[config.mk]
export PLATFORM = sky130hd
export DESIGN_NAME = gt13_dual_timer
export DESIGN_NICKNAME = d
export VERILOG_FILES = /design/src/rtl/gt13_pkg.sv /design/src/rtl/gt13_prescale.sv /design/src/rtl/gt13_edge_sync.sv /design/src/rtl/gt13_core.sv /design/src/rtl/gt13_dual_timer.sv
export SDC_FILE = /design/constraint.sdc
export NUM_CORES = 1
export LEC_CHECK = 0
export ABC_AREA = 0
export BUFFER_PORTS_ARGS = -buffer_cell sky130_fd_sc_hd__clkbuf_2
export CORE_ASPECT_RATIO = 1.4
export CORE_UTILIZATION = 30
export DETAILED_ROUTE_END_ITERATION = 10
export PLACE_DENSITY = 0.57
export SETUP_SLACK_MARGIN = 0.3
export SYNTH_ARGS = -nofsm -noshare
export SYNTH_HDL_FRONTEND = slang
export SYNTH_HIERARCHICAL = 1
export SYNTH_SLANG_ARGS = --single-unit
[constraint.sdc]
create_clock -name clk -period 7.3 [get_ports clk]
set_input_delay 0.73 -clock clk [delete_from_list [all_inputs] [get_ports clk]]
set_output_delay 0.73 -clock clk [all_outputs]
set_load 0.02 [all_outputs]
[src/rtl/gt13_pkg.sv]
package gt13_pkg;
  localparam int NUM_TIMERS = 2;
  localparam int BYTE_W     = 8;
  localparam int ADDR_W     = 3;
  localparam int MODE_STRIDE = 4;

  localparam logic [ADDR_W-1:0] A_CTRL  = 3'd0;
  localparam logic [ADDR_W-1:0] A_MODE  = 3'd1;
  localparam logic [ADDR_W-1:0] A_SCALE = 3'd2;
  localparam logic [ADDR_W-1:0] A_LO0   = 3'd3;
  localparam logic [ADDR_W-1:0] A_HI0   = 3'd4;
  localparam logic [ADDR_W-1:0] A_LO1   = 3'd5;
  localparam logic [ADDR_W-1:0] A_HI1   = 3'd6;

  typedef struct packed {
    logic sys_clk;
    logic pin_sel;
    logic gate_en;
  } tmr_mode_t;
endpackage

[src/rtl/gt13_prescale.sv]
module gt13_prescale #(
  parameter int DIV_A = 12,
  parameter int DIV_B = 4,
  parameter int DIV_C = 48
) (
  input  logic       clk,
  input  logic       rst_n,
  input  logic [1:0] scale,
  output logic       tick
);
  localparam int MAXD = (DIV_A > DIV_B) ? ((DIV_A > DIV_C) ? DIV_A : DIV_C)
                                        : ((DIV_B > DIV_C) ? DIV_B : DIV_C);
  localparam int PW = $clog2(MAXD);

  logic [PW-1:0] pcnt;
  logic [PW-1:0] lim;

  always_comb begin
    case (scale)
      2'd0:    lim = PW'(DIV_A - 1);
      2'd1:    lim = PW'(DIV_B - 1);
      default: lim = PW'(DIV_C - 1);
    endcase
  end

  assign tick = (pcnt >= lim);

  always_ff @(posedge clk) begin
    if (!rst_n)    pcnt <= '0;
    else if (tick) pcnt <= '0;
    else           pcnt <= pcnt + 1'b1;
  end


  pre_gap_chk: assert property (@(posedge clk) disable iff (!rst_n)
    tick |=> !tick);
endmodule

[src/rtl/gt13_edge_sync.sv]
module gt13_edge_sync #(
  parameter int STAGES = 2
) (
  input  logic clk,
  input  logic rst_n,
  input  logic pin,
  output logic lvl,
  output logic fall
);
  logic [STAGES-1:0] sh;
  logic              prev;

  always_ff @(posedge clk) begin
    if (!rst_n) begin
      sh   <= '0;
      prev <= 1'b0;
    end else begin
      sh   <= {sh[STAGES-2:0], pin};
      prev <= sh[STAGES-1];
    end
  end

  assign lvl  = sh[STAGES-1];
  assign fall = prev & ~sh[STAGES-1];


  fall_once_chk: assert property (@(posedge clk) disable iff (!rst_n)
    fall |=> !fall);
endmodule

[src/rtl/gt13_core.sv]
module gt13_core
  import gt13_pkg::*;
#(
  parameter int LO_BITS = 5
) (
  input  logic              clk,
  input  logic              rst_n,
  input  tmr_mode_t         mode,
  input  logic              run,
  input  logic              gate_lvl,
  input  logic              pin_fall,
  input  logic              pre_tick,
  input  logic              wr_lo,
  input  logic              wr_hi,
  input  logic [BYTE_W-1:0] wdata,
  output logic [BYTE_W-1:0] lo_q,
  output logic [BYTE_W-1:0] hi_q,
  output logic              ovf_pulse
);
  localparam int CW = LO_BITS + BYTE_W;

  logic [CW-1:0] count;
  logic [CW-1:0] nxt;
  logic          src_tick;
  logic          enabled;
  logic          adv;

  assign count    = {hi_q, lo_q[LO_BITS-1:0]};
  assign nxt      = count + {{(CW-1){1'b0}}, 1'b1};
  assign src_tick = mode.pin_sel ? pin_fall : (mode.sys_clk ? 1'b1 : pre_tick);
  assign enabled  = run & (~mode.gate_en | gate_lvl);
  assign adv      = enabled & src_tick & ~wr_lo & ~wr_hi;
  assign ovf_pulse = adv & (&count);

  always_ff @(posedge clk) begin
    if (!rst_n) begin
      lo_q <= '0;
      hi_q <= '0;
    end else begin
      if (wr_lo)    lo_q <= wdata;
      else if (adv) lo_q[LO_BITS-1:0] <= nxt[LO_BITS-1:0];
      if (wr_hi)    hi_q <= wdata;
      else if (adv) hi_q <= nxt[CW-1:LO_BITS];
    end
  end


  wr_prio_chk: assert property (@(posedge clk) disable iff (!rst_n)
    wr_lo |=> lo_q == $past(wdata));

  idle_hold_chk: assert property (@(posedge clk) disable iff (!rst_n)
    (!run && !wr_lo && !wr_hi) |=> count == $past(count));

  step_chk: assert property (@(posedge clk) disable iff (!rst_n)
    adv |=> count == CW'($past(count) + 1'b1));

  upper_keep_chk: assert property (@(posedge clk) disable iff (!rst_n)
    !wr_lo |=> lo_q[BYTE_W-1:LO_BITS] == $past(lo_q[BYTE_W-1:LO_BITS]));
endmodule

[src/rtl/gt13_dual_timer.sv]
module gt13_dual_timer
  import gt13_pkg::*;
#(
  parameter int LO_BITS     = 5,
  parameter int SYNC_STAGES = 2,
  parameter int DIV_A       = 12,
  parameter int DIV_B       = 4,
  parameter int DIV_C       = 48
) (
  input  logic                  clk,
  input  logic                  rst_n,
  input  logic [NUM_TIMERS-1:0] cnt_pin,
  input  logic [NUM_TIMERS-1:0] gate_pin,
  input  logic                  reg_we,
  input  logic [ADDR_W-1:0]     reg_addr,
  input  logic [BYTE_W-1:0]     reg_wdata,
  output logic [BYTE_W-1:0]     reg_rdata,
  output logic [NUM_TIMERS-1:0] ovf_flag
);
  logic [NUM_TIMERS-1:0] run_q;
  logic [NUM_TIMERS-1:0] flag_q;
  logic [BYTE_W-1:0]     mode_q;
  logic [1:0]            scale_q;
  logic                  pre_tick;
  logic [NUM_TIMERS-1:0] ovf_p;
  logic [BYTE_W-1:0]     lo_b [NUM_TIMERS];
  logic [BYTE_W-1:0]     hi_b [NUM_TIMERS];
  logic                  wr_ctrl;

  assign wr_ctrl = reg_we && (reg_addr == A_CTRL);

  gt13_prescale #(.DIV_A(DIV_A), .DIV_B(DIV_B), .DIV_C(DIV_C)) u_pre (
    .clk(clk), .rst_n(rst_n), .scale(scale_q), .tick(pre_tick)
  );

  for (genvar i = 0; i < NUM_TIMERS; i++) begin : g_tmr
    localparam logic [ADDR_W-1:0] ALO = ADDR_W'(3 + 2*i);
    localparam logic [ADDR_W-1:0] AHI = ADDR_W'(4 + 2*i);
    logic      cnt_lvl, cnt_fall, gate_lvl, gate_fall;
    tmr_mode_t m;

    assign m = tmr_mode_t'(mode_q[MODE_STRIDE*i +: 3]);

    gt13_edge_sync #(.STAGES(SYNC_STAGES)) u_cnt_sync (
      .clk(clk), .rst_n(rst_n), .pin(cnt_pin[i]), .lvl(cnt_lvl), .fall(cnt_fall)
    );
    gt13_edge_sync #(.STAGES(SYNC_STAGES)) u_gate_sync (
      .clk(clk), .rst_n(rst_n), .pin(gate_pin[i]), .lvl(gate_lvl), .fall(gate_fall)
    );

    gt13_core #(.LO_BITS(LO_BITS)) u_core (
      .clk(clk), .rst_n(rst_n), .mode(m), .run(run_q[i]),
      .gate_lvl(gate_lvl), .pin_fall(cnt_fall), .pre_tick(pre_tick),
      .wr_lo(reg_we && (reg_addr == ALO)), .wr_hi(reg_we && (reg_addr == AHI)),
      .wdata(reg_wdata), .lo_q(lo_b[i]), .hi_q(hi_b[i]), .ovf_pulse(ovf_p[i])
    );


    flag_set_chk: assert property (@(posedge clk) disable iff (!rst_n)
      ovf_p[i] |=> flag_q[i]);

    flag_hold_chk: assert property (@(posedge clk) disable iff (!rst_n)
      (flag_q[i] && !wr_ctrl) |=> flag_q[i]);
  end

  always_ff @(posedge clk) begin
    if (!rst_n) begin
      run_q   <= '0;
      flag_q  <= '0;
      mode_q  <= '0;
      scale_q <= '0;
    end else begin
      if (wr_ctrl) begin
        run_q  <= reg_wdata[NUM_TIMERS-1:0];
        flag_q <= reg_wdata[2*NUM_TIMERS-1:NUM_TIMERS] | ovf_p;
      end else begin
        flag_q <= flag_q | ovf_p;
      end
      if (reg_we && reg_addr == A_MODE)  mode_q  <= reg_wdata & 8'h77;
      if (reg_we && reg_addr == A_SCALE) scale_q <= reg_wdata[1:0];
    end
  end

  always_comb begin
    case (reg_addr)
      A_CTRL:  reg_rdata = {4'b0, flag_q, run_q};
      A_MODE:  reg_rdata = mode_q;
      A_SCALE: reg_rdata = {6'b0, scale_q};
      A_LO0:   reg_rdata = lo_b[0];
      A_HI0:   reg_rdata = hi_b[0];
      A_LO1:   reg_rdata = lo_b[1];
      A_HI1:   reg_rdata = hi_b[1];
      default: reg_rdata = '0;
    endcase
  end

  assign ovf_flag = flag_q;


  t0_isolate_chk: assert property (@(posedge clk) disable iff (!rst_n)
    (!run_q[0] && !(reg_we && (reg_addr == A_LO0 || reg_addr == A_HI0)))
      |=> (lo_b[0] == $past(lo_b[0]) && hi_b[0] == $past(hi_b[0])));
endmodule

Word-level counts from Yosys, hierarchy flattened
Index checks and enable logic that the tools add are counted.
{"block": "word_totals", "reg_bits": 60, "output_inout_bits": 10, "wordCells": 84}
{"block": "op_classes", "add_sub_neg": 3, "magnitude_cmp": 1, "n_eq_ne": 7, "mux": 15, "bitwise_logic": 25, "reduce_logical": 16}
{"operator": "8-bit case mux with 7 select lines", "count": 1}
{"operator": "8-bit 2-to-1 mux", "count": 4}
{"operator": "13-bit by 1-bit adder with 13-bit output, second input constant", "count": 2}
{"operator": "13-bit AND reduction", "count": 2}
{"operator": "5-bit 2-to-1 mux", "count": 4}
{"operator": "1-bit AND", "count": 12}
{"operator": "6-bit case mux with 2 select lines", "count": 1}
{"operator": "3-bit equality test, second input constant", "count": 3}
{"operator": "1-bit inverter", "count": 9}
{"operator": "2-bit nonzero test", "count": 4}
{"operator": "1-bit logical AND", "count": 7}
{"operator": "6-bit by 1-bit adder with 6-bit output, second input constant", "count": 1}
{"operator": "3-bit by 2-bit equality test with 1-bit output, second input constant", "count": 2}
{"operator": "6-bit greater-or-equal comparator", "count": 1}
{"operator": "1-bit 2-to-1 mux", "count": 4}
{"operator": "2-bit OR", "count": 2}
{"operator": "3-bit by 1-bit equality test with 1-bit output, second input constant", "count": 1}
{"operator": "3-bit logical NOT", "count": 1}
{"operator": "2-bit by 1-bit equality test with 1-bit output, second input constant", "count": 1}
{"operator": "2-bit logical NOT", "count": 1}
{"operator": "2-bit 2-to-1 mux", "count": 1}
{"operator": "1-bit OR", "count": 2}
{"operator": "2-bit OR reduction", "count": 1}

Depth between registers and ports, before layout
{"block": "logic_depth", "ltp_word": 11, "ltp_mapped": 14, "ltp_nobuf": 10}

Modules after synthesis
Netlist, hierarchy kept.
{"mod": "gt13_core", "instances": 2, "cells_per_inst": 109, "area_per_inst_um2": 898.4, "seq_area_each_um2": 320.3}
{"mod": "gt13_dual_timer", "instances": 1, "cells_per_inst": 104, "area_per_inst_um2": 964.7, "seq_area_each_um2": 240.2}
{"mod": "gt13_edge_sync", "instances": 4, "cells_per_inst": 7, "area_per_inst_um2": 88.8, "seq_area_each_um2": 60.1}
{"mod": "gt13_prescale", "instances": 1, "cells_per_inst": 31, "area_per_inst_um2": 319.1, "seq_area_each_um2": 120.1}

Worst setup path after synthesis
No wires, ideal clock.
{"block": "synth_timing", "kind": "in2reg", "startpoint": "input port reg_addr[0]", "endpoint": "register flag_q[1], in the netlist ovf_flag[1]", "setup_time_ns": 0.060, "t_arrival_ns": 2.755, "required_time_ns": 7.240, "setup_slack_ns": 4.486, "path_stages": 14, "path_buffers": 6, "cell_sequence": "buf_4 > buf_4 > nand2_1 > nor2_1 > buf_6 > nand2b_1 > or4_1 > buf_2 > buf_6 > buf_2 > nor3_1 > nor2_1 > nand2_1 > o311a_1"}
{"block": "synth_between", "elab_chain_len": 8, "elab_cells_between_ends": 14}
{"item": "from (decl)", "line": "gt13_dual_timer.sv:15", "rtl": "input logic [ADDR_W-1:0] reg_addr,"}
{"item": "3-bit equality test", "line": "gt13_dual_timer.sv:54", "rtl": ".wr_lo(reg_we && (reg_addr == ALO)), .wr_hi(reg_we && (reg_addr == AHI)),"}
{"item": "1-bit logical AND", "line": "gt13_dual_timer.sv:54"}
{"item": "1-bit inverter", "line": "gt13_core.sv:32", "rtl": "assign adv = enabled & src_tick & ~wr_lo & ~wr_hi;"}
{"item": "1-bit AND", "line": "gt13_core.sv:32"}
{"item": "1-bit AND *", "line": "gt13_core.sv:32"}
{"item": "1-bit AND *", "line": "gt13_core.sv:33", "rtl": "assign ovf_pulse = adv & (&count);"}
{"item": "via ovf_p[1]", "line": "gt13_dual_timer.sv:25", "rtl": "logic [NUM_TIMERS-1:0] ovf_p;"}
{"item": "2-bit OR (on tied branches)", "line": "gt13_dual_timer.sv:77, gt13_dual_timer.sv:75"}
{"item": "2-bit 2-to-1 mux *", "line": "gt13_dual_timer.sv:73", "rtl": "if (wr_ctrl) begin"}
{"item": "to (signal assigned)", "line": "gt13_dual_timer.sv:75", "rtl": "flag_q <= reg_wdata[2*NUM_TIMERS-1:NUM_TIMERS] | ovf_p;"}
{"item": "to (signal assigned)", "line": "gt13_dual_timer.sv:77", "rtl": "flag_q <= flag_q | ovf_p;"}
{"item": "to (decl)", "line": "gt13_dual_timer.sv:21", "rtl": "logic [NUM_TIMERS-1:0] flag_q;"}
The timed path passes the listed nets; every way through them passes the cells marked *.
A chain may end at the register's enable or synchronous reset.

Final worst setup path
{"block": "layout_timing", "startpoint": "register scale_q[0]", "endpoint": "register g_tmr[0].u_core.lo_q[4]"}
{"block": "layout_between", "elab_chain_len": 9, "elab_cells_between_ends": 10}
{"item": "from (decl)", "line": "gt13_dual_timer.sv:23", "rtl": "logic [1:0] scale_q;"}
{"item": "from (signal assigned)", "line": "gt13_dual_timer.sv:80", "rtl": "if (reg_we && reg_addr == A_SCALE) scale_q <= reg_wdata[1:0];"}
{"item": "2-bit by 1-bit equality test with 1-bit output / 2-bit logical NOT (equally long branches)", "line": "gt13_prescale.sv:19", "rtl": "case (scale)"}
{"item": "6-bit case mux with 2 select lines *", "line": "gt13_prescale.sv:19"}
{"item": "6-bit greater-or-equal comparator *", "line": "gt13_prescale.sv:26", "rtl": "assign tick = (pcnt >= lim);"}
{"item": "via pre_tick", "line": "gt13_dual_timer.sv:24", "rtl": "logic pre_tick;"}
{"item": "1-bit 2-to-1 mux * (2 in a row)", "line": "gt13_core.sv:30", "rtl": "assign src_tick = mode.pin_sel ? pin_fall : (mode.sys_clk ? 1'b1 : pre_tick);"}
{"item": "1-bit AND * (3 in a row)", "line": "gt13_core.sv:32"}
{"item": "2-bit nonzero test (no line) *"}
{"item": "to (signal assigned)", "line": "gt13_core.sv:40", "rtl": "if (wr_lo) lo_q <= wdata;"}
{"item": "to (signal, indexed assignment)", "line": "gt13_core.sv:41", "rtl": "else if (adv) lo_q[LO_BITS-1:0] <= nxt[LO_BITS-1:0];"}
{"item": "to (decl)", "line": "gt13_core.sv:16", "rtl": "output logic [BYTE_W-1:0] lo_q,"}
Marked as above.

==> run_results.csv <==
group,metric,value,unit
yosys,ys_warn_count,6,
timing,hold_ws,427,ps
clock_tree,cts_hold_buffers,0,
grt,antenna_found_initial,0,
routing,drt-total-wl,9110,microns
placement,dp.cells,523,
placement,io_buffer_count,27,
clock_tree,tritoncts,"built",
routing,route.detailed.drc,0,
routing,drt_pre_antenna_iters,4,
die,num_io_pins,28,
routing,drtAntennaViolNets,0,
die,die_x,91.5,microns
finish,final_util,35.6,%
critical_path,startpoint_type,"flip-flop",
timing,hold_violations,0,
routing,drt-vias-per-instance,5.45,
critical_path,arrival,3500,ps
die,die_area,11600,sq um
clock_tree,ctsResizeCount,0,
timing,layout_min_cycle_time,3240,ps
yosys,synthesis.nets,399,
finish,diodes,0,
finish,layout-drive-gt1-share,15.6,%
timing,setup_viol,0,
power,cellPowerDensity,227,nW/um^2
critical_path,path_class,"reg -> reg",
routing,wl_per_cell,16.9,microns
clock_tree,clkSlewWorstSetupHoldPaths,50,ps
timing,worstMarginPinSlew,945,ps
grt,grt_max_degree,56,
clock_tree,cts_buffer_depth,2,
critical_path,cp_common_cell,"or4_1",
die,core,10900,sq um
yosys,synthCells,375,
clock_tree,cts_setup_buffers,0,
min_path,worstHoldPathType,"reg -> reg",
grt,grt_pass1_wl,14800,microns
critical_path,critical_path_required,7550,ps
critical_path,slowest_delay,920,ps
clock_tree,cts_root_buf,"clkbuf_16",
timing,max_slew_margin,37.0,%
clock_tree,cts.htree.levels,3,
power,vdd_drop_max,0.000109,V
timing,report.final.slew_viol_count,0,
finish,nNetsFinal,417,
run,drv_cap,0,
timing,tns,0,ps
clock_tree,clock-sinks,60,
status,status,"complete, no violations",
die,row_count,45,
placement,dp_slack,3870,ps
placement,gp_congestion,0.777,
critical_path,worstSetupEndpointType,"flip-flop",
routing,first_iter_violations,184,
grt,grt-ovfl-total,0,
yosys,syn-mean-instance-area,8.97,sq um
timing,finalCritPeriodShare,44.4,%
die,initial_core_util,30.9,%
clock_tree,cts_made_buffers,9,
grt,grt_usage,16.6,%
power,leakage,0.00129,uW
critical_path,crit_slowest_cell,"or4_1",
finish,syn_to_final_growth,15.0,%
yosys,syn_area,3360,sq um
routing,vias,2936,
critical_path,path_max_fanout,27,
grt,grt_pass1_vias,2871,
timing,fin_ws,4060,ps
timing,rsz0062_at_grt,"false",
finish,instances_no_fill,539,
critical_path,timing.critical_path.cells,"nor2b_1 -> ha_1 -> o31a_1 -> a2bb2oi_2 -> nor3_1 -> or4_1 -> or4_1 -> a31oi_1",
timing,clock_skew,8.79,ps
clock_tree,insertion_delay,330,ps
timing,fmax,0.308,GHz
die,fp.dieH,127,microns
placement,hpwl,6350,microns
==> critical path: cells and delay by family (launching register included) <==
family	cells	cell delay, ps
and+or+nand+nor	4	1850
adders and majority gates	1	190
AOI/OAI and AO/OA	3	710
DFF	1	420
==> stage by stage <==
stage | total power [uW] | cell area [sq um]
2_1_floorplan | 399 | 3360
3_3_place_gp | 422 | 3540
3_5_place_dp | 423 | 3540
4_1_cts | 883 | 3870
5_1_grt | 906 | 3870
6_report | 877 | 3870
==> worst paths after layout <==
| kind | cells after the start | endpoint | startpoint | slack, ps |
|---|---|---|---|---|
| worst max register to register | 8 | g_tmr[0].u_core/lo_q[4]$_SDFFE_PN0P_ | scale_q[0]$_SDFFE_PN0P_ | 4060 |
| worst max-delay path | 8 | g_tmr[0].u_core/lo_q[4]$_SDFFE_PN0P_ | scale_q[0]$_SDFFE_PN0P_ | 4060 |
| worst min-delay path | 1 | g_tmr[0].u_gate_sync/sh[1]$_SDFF_PN0_ | g_tmr[0].u_gate_sync/sh[0]$_SDFF_PN0_ | 430 |
| worst min register to register | 1 | g_tmr[0].u_gate_sync/sh[1]$_SDFF_PN0_ | g_tmr[0].u_gate_sync/sh[0]$_SDFF_PN0_ | 430 |
==> state kept, by name, indices dropped and copies added (netlist names) <==
register and cells:
g_tmr.u_cnt_sync/prev 2, g_tmr.u_cnt_sync/sh 4, g_tmr.u_core/hi_q 16, g_tmr.u_core/lo_q 16, g_tmr.u_gate_sync/sh 4, mode_q 6
ovf_flag 2, run_q 2, scale_q 2, u_pre/pcnt 6
==> layout by cell type (no fill, tap or decap), types with 3 or more instances in the layout <==
cell type and instances:
a221o_1 3, a22o_1 3, a31oi_1 22, and2_1 8
clkbuf_16 9, clkbuf_2 27, clkinvlp_4 3, dfxtp_1 60
ha_1 6, inv_1 14, mux2_2 3, mux2i_1 23
nand2_1 18, nand2b_1 8, nand3_1 7, nand4_1 6
nor2_1 12, nor2b_1 23, nor3_1 12, nor4_1 5
o21a_1 5, o21ai_0 26, o21ai_1 6, o311a_1 4
o31ai_1 16, or3_1 5, or4_1 18
==> final cells by class <==
type	count	area [sq um]
Fill cell	1104	7000
Multi-Input combinational cell	279	1960
Sequential cell	60	1200
Clock buffer	10	239
Tap cell	141	176
Timing Repair Buffer	29	150
Clock inverter	6	87.6
Inverter	14	52.6
==> metal layers <==
layer,part of all wire (%),up-vias,track usage [%],wire (microns)
met5,0,-,0,0
met1,44,1405,20.1,3970
met4,3.7,0,10.5,334
met2,48,65,26.8,4410
li1,-,1442,-,-
met3,4.3,24,3.27,389
==> power breakdown <==
| group | total [uW] | internal [uW] | switching [uW] |
|---|---|---|---|
| Sequential | 351 | 339 | 11.9 |
| Combinational | 65.9 | 27.2 | 38.7 |
| Clock | 460 | 307 | 153 |
(Power assumes the default switching activity.)
